<file path="src/rtl/xtrig_router.sv">
module xtrig_router #(
  parameter int NTRIG = 8,
  parameter int NCHAN = 4,
  parameter int AW    = 7,
  parameter int DW    = 32
) (
  input  logic             clk,
  input  logic             rst_n,
  input  logic [NTRIG-1:0] trig_in,
  output logic [NTRIG-1:0] trig_out,
  input  logic [NCHAN-1:0] chan_in,
  output logic [NCHAN-1:0] chan_out,
  input  logic             reg_we,
  input  logic [AW-1:0]    reg_addr,
  input  logic [DW-1:0]    reg_wdata,
  output logic [DW-1:0]    reg_rdata
);
  localparam int WIW     = AW - 2;
  localparam int OUT_IDX = NTRIG;
  localparam int CTL_IDX = 2 * NTRIG;

  logic [NTRIG-1:0][NCHAN-1:0] imask, omask;
  logic                        glob_en;
  logic [NTRIG-1:0]            s1, s2, s3, rise;
  logic [NCHAN-1:0]            local_ch, all_ch;
  logic [NTRIG-1:0]            trig_nxt;
  logic [WIW-1:0]              widx;
  logic                        aligned, wr_ok;
  logic                        unused_wdata;

  assign widx         = reg_addr[AW-1:2];
  assign aligned      = (reg_addr[1:0] == 2'b00);
  assign wr_ok        = reg_we && aligned;
  assign unused_wdata = ^reg_wdata[DW-1:NCHAN];

  for (genvar i = 0; i < NTRIG; i++) begin : g_cfg
    always_ff @(posedge clk or negedge rst_n)
      if (!rst_n)
        imask[i] <= '0;
      else if (wr_ok && widx == WIW'(i))
        imask[i] <= reg_wdata[NCHAN-1:0];

    always_ff @(posedge clk or negedge rst_n)
      if (!rst_n)
        omask[i] <= '0;
      else if (wr_ok && widx == WIW'(OUT_IDX + i))
        omask[i] <= reg_wdata[NCHAN-1:0];
  end

  always_ff @(posedge clk or negedge rst_n)
    if (!rst_n)
      glob_en <= 1'b0;
    else if (wr_ok && widx == WIW'(CTL_IDX))
      glob_en <= reg_wdata[0];

  always_ff @(posedge clk or negedge rst_n)
    if (!rst_n) begin
      s1 <= '0;
      s2 <= '0;
      s3 <= '0;
    end else begin
      s1 <= trig_in;
      s2 <= s1;
      s3 <= s2;
    end

  assign rise = s2 & ~s3;

  always_comb begin
    local_ch = '0;
    for (int i = 0; i < NTRIG; i++)
      if (rise[i]) local_ch = local_ch | imask[i];
  end

  assign chan_out = glob_en ? local_ch : '0;
  assign all_ch   = chan_out | chan_in;

  always_comb
    for (int j = 0; j < NTRIG; j++)
      trig_nxt[j] = glob_en && ((omask[j] & all_ch) != '0);

  always_ff @(posedge clk or negedge rst_n)
    if (!rst_n) trig_out <= '0;
    else        trig_out <= trig_nxt;

  always_comb begin
    reg_rdata = '0;
    if (aligned) begin
      for (int i = 0; i < NTRIG; i++) begin
        if (widx == WIW'(i))           reg_rdata[NCHAN-1:0] = imask[i];
        if (widx == WIW'(OUT_IDX + i)) reg_rdata[NCHAN-1:0] = omask[i];
      end
      if (widx == WIW'(CTL_IDX)) reg_rdata[0] = glob_en;
    end
  end
endmodule

</file>
<file path="config.mk">
export PLATFORM = sky130hd
export DESIGN_NAME = xtrig_router
export DESIGN_NICKNAME = d
export VERILOG_FILES = /design/src/rtl/xtrig_router.sv
export SDC_FILE = /design/constraint.sdc
export NUM_CORES = 1
export LEC_CHECK = 0
export BUFFER_PORTS_ARGS = -buffer_cell sky130_fd_sc_hd__buf_2
export CORE_MARGIN = 5
export CORE_UTILIZATION = 50
export DETAILED_ROUTE_END_ITERATION = 10
export HOLD_SLACK_MARGIN = 0.06
export PLACE_DENSITY = 0.76
export REMOVE_ABC_BUFFERS = 1
export SLEW_MARGIN = 20
export SYNTH_ARGS = -nofsm -noshare
export SYNTH_HDL_FRONTEND = slang
export SYNTH_SLANG_ARGS = --single-unit
</file>
<file path="constraint.sdc">
create_clock -name clk -period 1.5 [get_ports clk]
set_input_delay 0.075 -clock clk [delete_from_list [all_inputs] [get_ports clk]]
set_output_delay 0.075 -clock clk [all_outputs]
set_load 0.01 [all_outputs]
</file>
==> out/results.txt <==
post-route insts no fill - 746
WP buf/inv - 1
routed wire length - 16.4 mm
WL/cell - 21.9 um
Die W - 111 um
Post-Synthesis Cells - 462
post-synthesis async set-or-reset flop share - 100%
Clock Path Buffers - 2
Switching Share - 32.5%
Synth top cells by count - 97 x dfrtp_1, 54 x mux2_2, 46 x nand2_1, 30 x buf_4, 17 x a21oi_1
share of cells above drive strength 1 - 46.0%
Port-buffer cells - 41
clock tree sinks - 97
Slowest cell on crit path - dfrtp_1
fin nets - 662
Worst setup EP type - output port
setup TNS - -4.84 ns
final design utilization - 67.9%
sw power - 0.00200 W
RSZ-0062 raised after global routing - true
drt pass-1 iters - 5
main flop type after synthesis - dfrtp_1
DP Worst Slack - -0.281 ns
failing checks - negative setup slack
Placer Congestion - 0.943
max incr delay on CP - 0.41 ns
Num CTS Buffers - 9
Core Box Area - 9820 um2
CP Class - reg2out
Synth area leaders - dfrtp_1 48%, mux2_2 12%, buf_4 4.5%, nand2_1 3.4%, mux2_1 2.0%
YS warnings - 0
Slew Limit Fails - 0
status - finished, violations left
Die ar. - 12200 um2
row count - 36
crit share post-route - 127%
via count - 4428
FF+latch count, synth - 97
Detailed Place HPWL - 11.6 mm
Routed Antenna Nets - 0
worst hold path type - in2reg
DRC viols - 0
CTS H-tree depth - 3
Inst Count DP - 706
Reg2Reg Setup Slack - -0.33 ns
Leak - 3.14 nW
final-report setup violation count - 16
Critical Path AT - 1.83 ns
crit-path leading delay family - simple AND/OR/NAND/NOR gates
vias in the first global route - 4517
Combinational Power Share - 22.3%
antenna violations before repair - 0
count leader, synth - dfrtp_1
clock slew at reported path FFs - 0.12 ns
Root Driver - clkbuf_8
Starting Density - 51.5%
Die Ht - 111 um
Int Pwr - 0.00416 W
Congestion Overflow GR - 0
worst vdd ir - 0.685 mV
Final Hold Viols - 0
diode count - 0
Clk pwr share - 28.8%
max-capacitance violation count - 0
post-synthesis sequential area ratio - 48.0%
Yosys top cell area share - 48.0%
worst skew pair latency - 0.39 ns
area grow syn2layout - 31.9%
critical path launch point type - flop
Total GRT Usage - 26.6%
largest net degree at the start of global routing - 44
final worst setup slack - -0.402 ns
worst hold margin - 0.125 ns
Netlist Area Pre-Place - 5060 um2
Worst Skew - 0.0158 ns
CTS tree - done
FMAX - 526 MHz
CP max FO - 2
Post-synth EDFFs - 0
first-iteration detailed-routing DRC count - 315
I/O Pins - 98
leading area contributor after synthesis - dfrtp_1
Via density - 5.94
first-pass GRT wire length - 25.5 mm
mean post-synth cell area - 10.9 um2
Worst EP required - 1.42 ns
post-layout minimum cycle time - 1.90 ns
CP cell instances - nor3b_2, a21oi_1, or3_4, o211ai_1, o32ai_2, buf_2
Synth cell types - 57
share of power burned in registers - 48.9%
pwr dens - 924 nW/um2
-- registers in the layout, summed over array words and instances (netlist names) --
register / cells
s3: 8
trig_out: 8
s1: 8
imask: 32
glob_en: 1
omask: 32
s2: 8
-- placed cells by master (no fill, tap or decap), drive strengths merged, types with 9 or more instances in the layout --
master       synthesis  layout
dlygate4sd3          0       9
nor3                 9       9
nor2                20      20
a22oi               10      10
a21oi               17      17
nand3b              12      12
nand3               11      11
nand2               46      46
buf                 45     151
mux2                63      63
dfrtp               97      97
inv                  5       9
o21ai               17      17
nor2b               13      13
clkbuf               7       9
conb                 1      28
o22ai               10      10
-- cell families (layout without fill, tap and decap cells) --
| group | after synthesis | in the layout | share of synthesized area (%) |
|---|---|---|---|
| buffers and inverters | 57 | 181 | 6.83 |
| AOI/OAI and AO/OA | 94 | 94 | 12.9 |
| muxes | 71 | 71 | 15.6 |
| other | 1 | 28 | 0.0742 |
| DFF | 97 | 97 | 48.0 |
| and+or+nand+nor | 142 | 142 | 16.6 |
-- worst min-delay path: stages --
cell	delay (ns)
buf_2	0.24
nand2_1	0.10
o21ai_0	0.06
-- what timing repair did --
action / 4_1_cts / 5_1_grt
endpoints found under the setup margin: 16 / 16
setup buffers: 14 / 2
gates cloned: 0 / 0
pin swaps: 29 / 24
hold buffers: 9 / 0
endpoints found under the hold margin: 105 / 0
resized for setup: 54 / 15
-- cell type report --
cell class / instances / area (um2)
Timing Repair Buffer: 160 / 1190
Tap cell: 133 / 166
Inverter: 5 / 18.8
Clock buffer: 9 / 124
Multi-Input combinational cell: 335 / 2660
Clock inverter: 7 / 81.3
Sequential cell: 97 / 2430
Fill cell: 753 / 3150
-- power by group through the flow --
| stage | Combinational (W) | Clock [W] | Sequential (W) |
|---|---|---|---|
| detailed placement | 0.00115 | 0 | 0.00305 |
| floorplan | 0.000485 | 0 | 0.00302 |
| global route | 0.00146 | 0.00189 | 0.00303 |
| finish | 0.00138 | 0.00177 | 0.00301 |
| global placement | 0.00112 | 0 | 0.00305 |
| CTS | 0.00132 | 0.00178 | 0.00300 |
-- metrics by stage --
step           instance area, um2  total power (W)
2_1_floorplan                4830          0.00351
3_3_place_gp                 5960          0.00417
3_5_place_dp                 5960          0.00421
4_1_cts                      6600          0.00610
5_1_grt                      6670          0.00639
6_report                     6670          0.00616
-- path summary, 6_finish.rpt --
check,startpoint,end,cells after the start
max in group asynchronous,rst_n,omask[18],3
max,omask[27],reg_rdata[3],6
min,reg_wdata[0],glob_en,3
max reg2reg,s2[0],trig_out[5],5
min reg2reg,s1[0],s2[0],0
min in group asynchronous,rst_n,trig_out[7],2
-- metal layers --
layer	vias to the layer above	part of all wire (%)	global-route usage [%]
met4	0	3.8	10.8
met1	2207	41	35.4
met3	54	6.6	4.76
met5	-	0	0
li1	1938	-	-
met2	229	49	43.1
No activity file was read; power rests on OpenSTA's default activity.
